--- config.mk ---
export PLATFORM = sky130hd
export DESIGN_NAME = nand_seq
export DESIGN_NICKNAME = d
export VERILOG_FILES = /design/src/rtl/nand_seq_pkg.sv /design/src/rtl/nand_busy_timer.sv /design/src/rtl/nand_seq.sv
export SDC_FILE = /design/constraint.sdc
export NUM_CORES = 1
export LEC_CHECK = 0
export CORE_UTILIZATION = 48
export DETAILED_ROUTE_END_ITERATION = 7
export PLACE_DENSITY = 0.76
export REMOVE_ABC_BUFFERS = 1
export SLEW_MARGIN = 20
export SYNTH_ARGS = -nofsm -noshare
export SYNTH_HDL_FRONTEND = slang
export SYNTH_SLANG_ARGS = --single-unit
--- constraint.sdc ---
create_clock -name clk -period 2.7 [get_ports clk]
set_input_delay 0.675 -clock clk [delete_from_list [all_inputs] [get_ports clk]]
set_output_delay 0.675 -clock clk [all_outputs]
set_load 0.005 [all_outputs]
--- src/rtl/nand_seq_pkg.sv ---
package nand_seq_pkg;

    typedef enum logic [2:0] {
        OP_READ  = 3'd0,
        OP_PROG  = 3'd1,
        OP_ERASE = 3'd2,
        OP_STAT  = 3'd3,
        OP_SIG   = 3'd4
    } op_e;

    typedef enum logic [3:0] {
        S_IDLE, S_CMD, S_ADDR, S_FETCH, S_WDATA,
        S_CONF, S_BUSY, S_RDATA, S_SCMD, S_SREAD
    } state_e;

    localparam logic [7:0] C_PTR_LO  = 8'h00;
    localparam logic [7:0] C_PTR_HI  = 8'h01;
    localparam logic [7:0] C_PTR_SP  = 8'h50;
    localparam logic [7:0] C_PROG    = 8'h80;
    localparam logic [7:0] C_PROG_GO = 8'h10;
    localparam logic [7:0] C_ERASE   = 8'h60;
    localparam logic [7:0] C_ERA_GO  = 8'hD0;
    localparam logic [7:0] C_STATUS  = 8'h70;
    localparam logic [7:0] C_SIG     = 8'h90;

    function automatic logic [7:0] first_cmd(op_e op, logic [1:0] area);
        case (op)
            OP_READ:  return (area == 2'd0) ? C_PTR_LO :
                             (area == 2'd1) ? C_PTR_HI : C_PTR_SP;
            OP_PROG:  return C_PROG;
            OP_ERASE: return C_ERASE;
            OP_SIG:   return C_SIG;
            default:  return C_STATUS;
        endcase
    endfunction

endpackage

--- src/rtl/nand_busy_timer.sv ---
module nand_busy_timer #(
    parameter int SETTLE = 3,
    parameter int LIMIT  = 20000
) (
    input  logic clk,
    input  logic rst_n,
    input  logic run,
    input  logic rb,
    output logic ready,
    output logic expired
);
    localparam int CW = $clog2(LIMIT + 1);

    logic [CW-1:0] cnt_d, cnt_q;

    always_comb begin
        if (!run)                      cnt_d = '0;
        else if (cnt_q == CW'(LIMIT))  cnt_d = cnt_q;
        else                           cnt_d = cnt_q + 1'b1;
    end

    always_ff @(posedge clk or negedge rst_n) begin
        if (!rst_n) cnt_q <= '0;
        else        cnt_q <= cnt_d;
    end

    assign ready   = run && rb && (cnt_q >= CW'(SETTLE));
    assign expired = run && (cnt_q == CW'(LIMIT));

endmodule

--- src/rtl/nand_seq.sv ---
module nand_seq
    import nand_seq_pkg::*;
#(
    parameter int ADDR_CYCLES = 3,
    parameter int PAGE_BYTES  = 528,
    parameter int WE_LOW      = 2,
    parameter int WE_HIGH     = 1,
    parameter int RE_LOW      = 2,
    parameter int RE_HIGH     = 1,
    parameter int BUSY_SETTLE = 3,
    parameter int BUSY_LIMIT  = 20000,
    localparam int ROW_W = 8 * (ADDR_CYCLES - 1),
    localparam int LEN_W = $clog2(PAGE_BYTES + 1)
) (
    input  logic             clk,
    input  logic             rst_n,
    input  logic             req_valid,
    output logic             req_ready,
    input  logic [2:0]       req_op,
    input  logic [1:0]       req_area,
    input  logic [7:0]       req_col,
    input  logic [ROW_W-1:0] req_row,
    input  logic [LEN_W-1:0] req_len,
    input  logic             wr_valid,
    output logic             wr_ready,
    input  logic [7:0]       wr_data,
    output logic             rd_valid,
    output logic [7:0]       rd_data,
    output logic             done,
    output logic             fail,
    output logic             timeout,
    output logic             nf_ce_n,
    output logic             nf_cle,
    output logic             nf_ale,
    output logic             nf_we_n,
    output logic             nf_re_n,
    output logic [7:0]       nf_dq_o,
    output logic             nf_dq_oe,
    input  logic [7:0]       nf_dq_i,
    input  logic             nf_rb
);
    localparam int AW   = 8 * ADDR_CYCLES;
    localparam int MAXW = (WE_LOW > WE_HIGH ? WE_LOW : WE_HIGH);
    localparam int MAXR = (RE_LOW > RE_HIGH ? RE_LOW : RE_HIGH);
    localparam int TW   = $clog2((MAXW > MAXR ? MAXW : MAXR) + 1);

    typedef struct packed {
        state_e           st;
        op_e              op;
        logic [AW-1:0]    sh;
        logic [2:0]       acnt;
        logic [LEN_W-1:0] cnt;
        logic [TW-1:0]    tmr;
        logic             hi;
        logic             we_n;
        logic             re_n;
        logic             cle;
        logic             ale;
        logic             oe;
        logic [7:0]       dq;
        logic [7:0]       rdat;
        logic             rvld;
        logic             done;
        logic             fail;
        logic             tmo;
    } regs_t;

    localparam regs_t RST = '{st: S_IDLE, op: OP_STAT, we_n: 1'b1, re_n: 1'b1, default: '0};

    regs_t q, n;
    logic  bsy_run, bsy_ready, bsy_expired;

    function automatic regs_t wr_go(regs_t s, state_e st, logic c, logic a, logic [7:0] b);
        s.st = st; s.cle = c; s.ale = a; s.dq = b; s.oe = 1'b1;
        s.we_n = 1'b0; s.hi = 1'b0; s.tmr = TW'(WE_LOW - 1);
        return s;
    endfunction

    function automatic regs_t rd_go(regs_t s, state_e st);
        s.st = st; s.cle = 1'b0; s.ale = 1'b0; s.oe = 1'b0;
        s.re_n = 1'b0; s.hi = 1'b0; s.tmr = TW'(RE_LOW - 1);
        return s;
    endfunction

    nand_busy_timer #(.SETTLE(BUSY_SETTLE), .LIMIT(BUSY_LIMIT)) i_busy (
        .clk(clk), .rst_n(rst_n), .run(bsy_run), .rb(nf_rb),
        .ready(bsy_ready), .expired(bsy_expired)
    );

    assign bsy_run = (q.st == S_BUSY);

    always_comb begin
        op_e req_kind;
        logic wr_st, rd_st, edge_end;
        n      = q;
        n.rvld = 1'b0;
        n.done = 1'b0;
        req_kind = (req_op > 3'd4) ? OP_STAT : op_e'(req_op);
        wr_st  = (q.st inside {S_CMD, S_ADDR, S_WDATA, S_CONF, S_SCMD});
        rd_st  = (q.st inside {S_RDATA, S_SREAD});
        edge_end = (q.tmr == '0) && q.hi;

        if ((wr_st || rd_st) && q.tmr != '0) begin
            n.tmr = q.tmr - 1'b1;
        end else if (wr_st && !q.hi) begin
            n.we_n = 1'b1; n.hi = 1'b1; n.tmr = TW'(WE_HIGH - 1);
        end else if (rd_st && !q.hi) begin
            n.re_n = 1'b1; n.hi = 1'b1; n.tmr = TW'(RE_HIGH - 1);
            if (q.st == S_RDATA) begin n.rdat = nf_dq_i; n.rvld = 1'b1; end
            else                 n.fail = nf_dq_i[0];
        end

        case (q.st)
            S_IDLE: if (req_valid) begin
                n      = wr_go(n, S_CMD, 1'b1, 1'b0, first_cmd(req_kind, req_area));
                n.op   = req_kind;
                n.fail = 1'b0;
                n.tmo  = 1'b0;
                n.cnt  = (req_kind == OP_SIG) ? LEN_W'(2) :
                         (req_kind == OP_STAT) ? LEN_W'(1) : req_len;
                n.sh   = (req_kind == OP_ERASE) ? AW'(req_row) :
                         (req_kind == OP_SIG) ? '0 : {req_row, req_col};
                n.acnt = (req_kind == OP_ERASE) ? 3'(ADDR_CYCLES - 1) :
                         (req_kind == OP_SIG) ? 3'd1 :
                         (req_kind == OP_STAT) ? 3'd0 : 3'(ADDR_CYCLES);
            end
            S_CMD, S_ADDR: if (edge_end) begin
                if (q.acnt != 3'd0) begin
                    n      = wr_go(n, S_ADDR, 1'b0, 1'b1, q.sh[7:0]);
                    n.sh   = q.sh >> 8;
                    n.acnt = q.acnt - 1'b1;
                end else begin
                    case (q.op)
                        OP_READ:  begin n.st = S_BUSY; n.oe = 1'b0; n.ale = 1'b0; end
                        OP_PROG:  begin n.st = S_FETCH; n.ale = 1'b0; end
                        OP_ERASE: n = wr_go(n, S_CONF, 1'b1, 1'b0, C_ERA_GO);
                        default:  n = rd_go(n, S_RDATA);
                    endcase
                end
            end
            S_FETCH: if (wr_valid) n = wr_go(n, S_WDATA, 1'b0, 1'b0, wr_data);
            S_WDATA: if (edge_end) begin
                if (q.cnt == LEN_W'(1)) n = wr_go(n, S_CONF, 1'b1, 1'b0, C_PROG_GO);
                else begin n.st = S_FETCH; n.cnt = q.cnt - 1'b1; end
            end
            S_CONF: if (edge_end) begin n.st = S_BUSY; n.oe = 1'b0; n.cle = 1'b0; end
            S_BUSY: begin
                if (bsy_ready) begin
                    if (q.op == OP_READ) n = rd_go(n, S_RDATA);
                    else                 n = wr_go(n, S_SCMD, 1'b1, 1'b0, C_STATUS);
                end else if (bsy_expired) begin
                    n.st = S_IDLE; n.done = 1'b1; n.fail = 1'b1; n.tmo = 1'b1;
                end
            end
            S_SCMD: if (edge_end) n = rd_go(n, S_SREAD);
            S_RDATA: if (edge_end) begin
                if (q.cnt == LEN_W'(1)) begin n.st = S_IDLE; n.done = 1'b1; end
                else begin n = rd_go(n, S_RDATA); n.cnt = q.cnt - 1'b1; end
            end
            S_SREAD: if (edge_end) begin n.st = S_IDLE; n.done = 1'b1; end
            default: n = RST;
        endcase
    end

    always_ff @(posedge clk or negedge rst_n) begin
        if (!rst_n) q <= RST;
        else        q <= n;
    end

    assign req_ready = (q.st == S_IDLE);
    assign wr_ready  = (q.st == S_FETCH);
    assign rd_valid  = q.rvld;
    assign rd_data   = q.rdat;
    assign done      = q.done;
    assign fail      = q.fail;
    assign timeout   = q.tmo;
    assign nf_ce_n   = (q.st == S_IDLE);
    assign nf_cle    = q.cle;
    assign nf_ale    = q.ale;
    assign nf_we_n   = q.we_n;
    assign nf_re_n   = q.re_n;
    assign nf_dq_o   = q.dq;
    assign nf_dq_oe  = q.oe;

    AST_STROBE_EXCL: assert property (@(posedge clk) disable iff (!rst_n)
        !(!nf_we_n && !nf_re_n));
    AST_LATCH_EXCL: assert property (@(posedge clk) disable iff (!rst_n)
        !(nf_cle && nf_ale));
    AST_BUS_HOLD: assert property (@(posedge clk) disable iff (!rst_n)
        (!nf_we_n && !$past(nf_we_n)) |-> ($stable(nf_dq_o) && $stable(nf_cle) && $stable(nf_ale)));
    AST_BUSY_QUIET: assert property (@(posedge clk) disable iff (!rst_n)
        (bsy_run && !bsy_ready) |=> (nf_re_n && nf_we_n));
    AST_DONE_PULSE: assert property (@(posedge clk) disable iff (!rst_n)
        done |=> !done);
    AST_READY_DROP: assert property (@(posedge clk) disable iff (!rst_n)
        (req_valid && req_ready) |=> !req_ready);
    AST_TMO_NO_STATUS: assert property (@(posedge clk) disable iff (!rst_n)
        $rose(timeout) |-> (req_ready && nf_we_n));

endmodule

# Yosys cells after proc, flatten, opt, wreduce, memory -nomap -nowiden
# Cells that the tools add are included.
dict set report classes {
  shift 0
  magnitude_cmp 2
  reduce_logical 30
  mul 0
  add_sub_neg 4
  n_bitwise 8
  div 0
  n_mux 64
  eq_ne 39
}
# op count
set op_table {}
lappend op_table {{$mux 72} 8}
lappend op_table {{$pmux 45 s8} 1}
lappend op_table {{$pmux 17 s8} 1}
lappend op_table {{$mux 65} 1}
lappend op_table {{$mux 24} 2}
lappend op_table {{$mux 9} 4}
lappend op_table {{$pmux 4 s9} 1}
lappend op_table {{$mux 35} 1}
lappend op_table {{$pmux 8 s4} 1}
lappend op_table {{$mux 10} 3}
lappend op_table {{$mux 15} 2}
lappend op_table {{$mux 28} 1}
lappend op_table {{$mux 3} 9}
lappend op_table {{$reduce_and 9->1} 3}
lappend op_table {{$reduce_and 12->1} 2}
lappend op_table {{$ne 2x2->1 const B} 11}
lappend op_table {{$mux 20} 1}
lappend op_table {{$reduce_and 10->1} 2}
lappend op_table {{$pmux 1 s9} 2}
lappend op_table {{$eq 4x3->1 const B} 4}
lappend op_table {{$mux 4} 4}
lappend op_table {{$pmux 1 s8} 2}
lappend op_table {{$pmux 2 s8} 1}
lappend op_table {{$add 15x1->15 const B} 1}
lappend op_table {{other kinds (36)} 79}
dict set report totals {
  mem_count 0
  ramBits 0
  in_bits 60
  latchBits 0
  mem_bits_ro 0
  output_inout_bits 28
  reg_bits 87
  elab_cells 166
}

# Logic depth before layout (Yosys ltp)
dict set report depth {
  word_depth 11
  mapped_depth 10
  depth_no_buf 8
}

# Hierarchy
# A second synthesis with hierarchy kept.
dict set report hier_totals {
  hier_cells 619
  hier_area_um2 5408.9
}
# module n_inst area_each_um2 cells_each seq_area_each_um2
set by_module_without_submodules {}
lappend by_module_without_submodules {nand_seq 1 4549.4 531 1806.7}
lappend by_module_without_submodules {nand_busy_timer 1 859.6 88 375.4}

# Least setup slack after synthesis
# No wires, ideal clock.
dict set report synth_timing {
  path_kind {reg2reg}
  startpoint {register i_busy.cnt_q[2]}
  endpoint {register q[69] (netlist name)}
  setup_time_ns 0.121
  arrival_ns 2.405
  setup_slack_ns 0.174
  required_ns 2.579
  path_stages_with_launch 8
  path_buffers 1
  synth_period_minus_slack_ns 2.526
  cell_sequence {dfrtp_1 > or4_4 > or4_4 > buf_6 > nor3b_4 > nor4_4 > o31ai_1 > a22o_1}
}
dict set report synth_via {
  elab_chain_cells 4
  word_cells_on_any_way 8
  classes_between {order compare: 1; eq/ne: 2; mux: 2; reduce/logical: 3}
}
# element line
set synth_lines {}
lappend synth_lines {{start, declared} nand_busy_timer.sv:14} ;# logic [CW-1:0] cnt_d, cnt_q;
lappend synth_lines {{start signal, assigned} nand_busy_timer.sv:24} ;# else cnt_q <= cnt_d;
lappend synth_lines {{$ge 15x2->1 / $eq 15x15->1 (equally long branches)} {nand_busy_timer.sv:27, nand_busy_timer.sv:28}}
lappend synth_lines {{$logic_and 1x1->1, on equally long branches} {nand_busy_timer.sv:27, nand_busy_timer.sv:28}}
lappend synth_lines {{$ne 3x3->1 (no line) / $mux 4 (equally long branches)} --}
lappend synth_lines {{$reduce_and 9->1 (no line) / $pmux 4 s9 (equally long branches)} --}
lappend synth_lines {{end signal, assigned} nand_seq.sv:167} ;# else q <= n;
lappend synth_lines {{end, declared} nand_seq.sv:70} ;# regs_t q, n;
# Several ways; a longest one is shown, not always the timed one.
# A chain may end at the register's enable or synchronous reset.

# Worst setup path after layout
dict set report layout_timing {
  startpoint {register q[70] (netlist name)}
  endpoint {output port wr_ready}
}
dict set report layout_via {
  elab_chain_cells 1
}
# element line
set layout_lines {}
lappend layout_lines {{$eq 4x2->1} nand_seq.sv:171} ;# assign wr_ready = (q.st == S_FETCH);
lappend layout_lines {{end, declared} nand_seq.sv:25} ;# output logic wr_ready,
# No other way between the ends.

==> results.txt <==
----------------------------------------------------
[Global routing]
  Vias in the first global route ... around 4,500
  Met2 Track Usage GR ... 0.4106
  Total global-route track usage ... 0.2534
  First-pass GRT wire length ... around 22,000 um
  Layer with the highest usage ... met2
  Met1 usage ... 0.3374
  Global routing met3 resource utilization ... 0.03993
  Global-route congestion overflow total ... 0
  Initial antenna violation count ... 0
  Pin count of the biggest net entering global routing ... 50

[Power]
  Clock group share of total power ... 0.168
  Power consumption ... 0.006390 W
  Cell-internal power ... 0.003845 W
  Switching share of power ... 0.3984
  Power density over the cells ... roughly 1000 mW/mm^2
  Register share of total power ... 0.340
  Net Sw Power ... 0.002546 W
  Leakage component of the power ... about 2.7 nW
  Highest ir drop seen on vdd ... 0.4646 mV
  Share of power burned in combinational logic ... 0.492

[Logic synthesis]
  Cell area after synthesis ... between 0.005 and 0.006 mm^2
  Avg Synthesized Cell Area ... between 9 and 10 um^2
  Most frequent cell after synthesis ... dfrtp_1
  Area share of the largest cell type after synthesis ... 0.4087
  Most frequently used flop master after synthesis ... dfrtp_1
  Number of storage elements in the synthesis netlist ... between 80 and 90
  Cell taking the most area after synthesis ... dfrtp_1
  Top cells by area in the synthesized netlist ... dfrtp_1 41%, a22o_1 4.3%, nand2_1 3.5%, o21ai_0 3.4%, a21oi_1 3.3%
  Sequential cell area fraction in the yosys report ... 0.4293
  Post-Syn Instances ... roughly 560
  Number of warnings issued by yosys ... 0
  Commonest cells in the netlist ... 83 x dfrtp_1, 48 x nand2_1, 45 x nor2_1, 35 x o21ai_0, 34 x a21oi_1
  Number of library cell types mapped by synthesis ... 69
  Share of async-settable or async-resettable flops after synthesis ... 1.000
  Number of enable flip-flop cells after synthesis ... 0

[Detailed routing]
  Detailed-routing iteration count for the pre-antenna-repair pass ... 6
  Wire length per cell ... ~17 um
  Count of nets left with antenna violations after detail routing ... 0
  Vias after detailed routing ... between 4,000 and 5,000
  DRC errors left ... 0
  Post-DR vias/cell ... ~5.9
  Routed WL ... roughly 14,000 um
  Iter 0 DRT Violations ... approximately 310

[Final layout]
  Proportion of layout cells with a drive suffix above 1 ... 0.1137
  Number of antenna diodes ... 0
  Fraction of the core area covered by cells at the end of the flow ... 0.6203
  Number of nets in the layout ... between 700 and 800
  Synthesis-to-layout area growth ... 25.43%
  Post-route design area ... between 0.006 and 0.007 mm^2
  Number of fillers in the final layout ... around 900

[Clocking]
  Reg clk slew, reported paths ... around 0.09 ns
  Count of hold buffers inserted by post-cts repair ... 0
  Worst skew pair latency ... 0.38 ns
  Deepest level of the CTS H-tree ... 3
  Sinks on Clock Net ... 87
  Cell at the root of the clock tree ... clkbuf_8
  CTS tree ... built
  Number of clock buffers inserted by TritonCTS ... 9
  Clock Tree Buf Depth ... 2

[Floorplan]
  Core box area ... between 0.01 and 0.015 mm^2
  Die H ... roughly 100 um
  Overall die area ... between 0.01 and 0.015 mm^2
  Row cnt ... 37
  Top-Level Pins ... 88
  Horiz. Die Dim ... 104.9 um
  Initial Utilization ... 0.4945

[STA]
  Final period demand of the worst path ... 2.658 ns
  Slew Limit Headroom ... 0.5465
  Setup WS post-layout ... 0.04176 ns
  Worst Clk Skew ... about 0.015 ns
  Slew at the pin with the worst max-slew slack ... slightly below 0.7 ns
  Number of failing setup endpoints in the final timing report ... 0
  Fin. Hold Viols ... 0
  Unrepaired setup endpoints after global routing ... false
  Final worst-path cycle share ... 0.9845
  Maximum clock frequency ... ~380 MHz
  Total count of max-transition violations in the final report ... 0

[Placed design]
  Pre-CTS WS ... just under 0.06 ns
  Number of input and output port buffers inserted ... between 80 and 90
  Placer congestion estimate ... between 0.9 and 1
  Placed cell areas ... slightly above 0.006 mm^2
  Detailed-placement wirelength estimate ... ~10,000 um

[Setup path]
  Endpoint of the worst register-to-register path ... q[69]
  Type of element capturing the critical path ... output pin
  Worst Setup Start Kind ... flop
  Arrival @ worst endpoint ... between 1.5 and 2 ns
  Slack of the worst reg-to-reg path ... about 0.14 ns
  Maximum fanout along the worst path ... 11
  Critical path class ... reg -> out
  Cell count of the worst reg-to-reg path ... 6
  Worst EP required ... 2.03 ns
  Worst reg2reg startpoint ... i_busy.cnt_q[4]

[Outcome]
  Run status ... complete, no violations

[Job]
  Number of maximum-capacitance violations ... 0

[Min path]
  Hold WC Path Type ... in -> async

----------------------------------------------------
## flip-flops by register name (all words and copies together), names as in the netlist
signal and flops:
nf_we_n 1, q 47, rd_data 8, nf_dq_oe 1, fail 1, i_busy.cnt_q 15, timeout 1, rd_valid 1
nf_dq_o 8, nf_ale 1, nf_re_n 1, nf_cle 1, done 1
## cells in the final DEF (no fill, tap or decap), types with 3 or more instances in the layout
cell / instances
a221oi_1: 3
a22oi_1: 9
a21o_1: 5
o41ai_1: 3
dfrtp_1: 81
nor4_1: 6
or2_2: 3
dfstp_2: 4
and2_1: 7
clkdlybuf4s50_1: 86
nand3b_1: 5
nor3b_1: 3
a22o_1: 25
o21ai_0: 35
a21oi_1: 34
and3_1: 6
nand2b_1: 6
or4_4: 3
nor2b_1: 17
ha_1: 5
nor3_1: 11
o31ai_1: 3
xor2_1: 9
inv_1: 19
nand4_1: 3
a211o_1: 3
nand3_1: 16
o211ai_1: 4
a31oi_1: 6
o22ai_1: 3
clkbuf_8: 10
a221o_1: 17
nor2_1: 45
xnor2_1: 7
nand2_1: 48
mux2i_1: 3
a211oi_1: 9
buf_4: 32
## power groups by stage
stage / clock, W / combinational, W / sequential, W
detailed placement: 0 / 0.00306 / 0.00218
floorplan: 0 / 0.00178 / 0.00214
global placement: 0 / 0.00299 / 0.00218
finish: 0.00108 / 0.00314 / 0.00217
CTS: 0.00109 / 0.00308 / 0.00217
global route: 0.00114 / 0.00346 / 0.00224
## repair_timing
action,in CTS,in global routing
resized for setup,2,4
endpoints found under the setup margin,3,6
setup buffers,0,1
## metrics by stage
stage / instances / TNS, ns / hold slack, ns
floorplan: 507 / -3.372 / 0.3794
global placement: 761 / 0 / 0.4841
detailed placement: 761 / 0 / 0.4834
CTS: 777 / 0 / 0.2795
global route: 778 / 0 / 0.3043
finish: 778 / 0 / 0.2621
## critical path: stages (launching register included)
cell and delay (ns):
dfrtp_4 0.57, or2_2 0.36, nor2_1 0.16, clkdlybuf4s50_1 0.53
## routing by layer
metal	vias to the layer above	wire length (um)
met5	-	0
met4	0	317
met3	30	814
met2	177	6337
met1	2229	6033
li1	2187	-
## cell type report
cell class,count,area (um^2),share of cell area
clock buffers,10,137.6,0.02159
inverters,20,75.07,0.01178
repair buffers,119,1121,0.1759
multi-input cells,400,2586,0.4057
flip-flops and latches,87,2187,0.3431
well taps,136,170.2,0.02669
clock inverters,6,97.59,0.01531
## kinds of logic after synthesis
logic type,Yosys count,share of synthesized area
flops,87,0.4293
xor+xnor,16,0.02757
mux,6,0.01256
simple gates,198,0.2105
compound gates,175,0.2420
fa+ha+maj,5,0.01231
buf+inv,68,0.06573
## how the worst max path moves through the flow
stage                     startpoint    endpoint  slack [ns]  cells past startpoint
after floorplan                q[69]       q[41]       -0.18                      5
after global placement     req_valid  nf_dq_o[4]        0.08                      7
after detailed placement   req_valid  nf_dq_o[5]        0.06                      8
after CTS                      q[70]    wr_ready        0.03                      3
after global routing           q[70]    wr_ready       0.009                      3
final                          q[70]    wr_ready        0.04                      3
No activity file was read; power rests on OpenSTA's default activity.
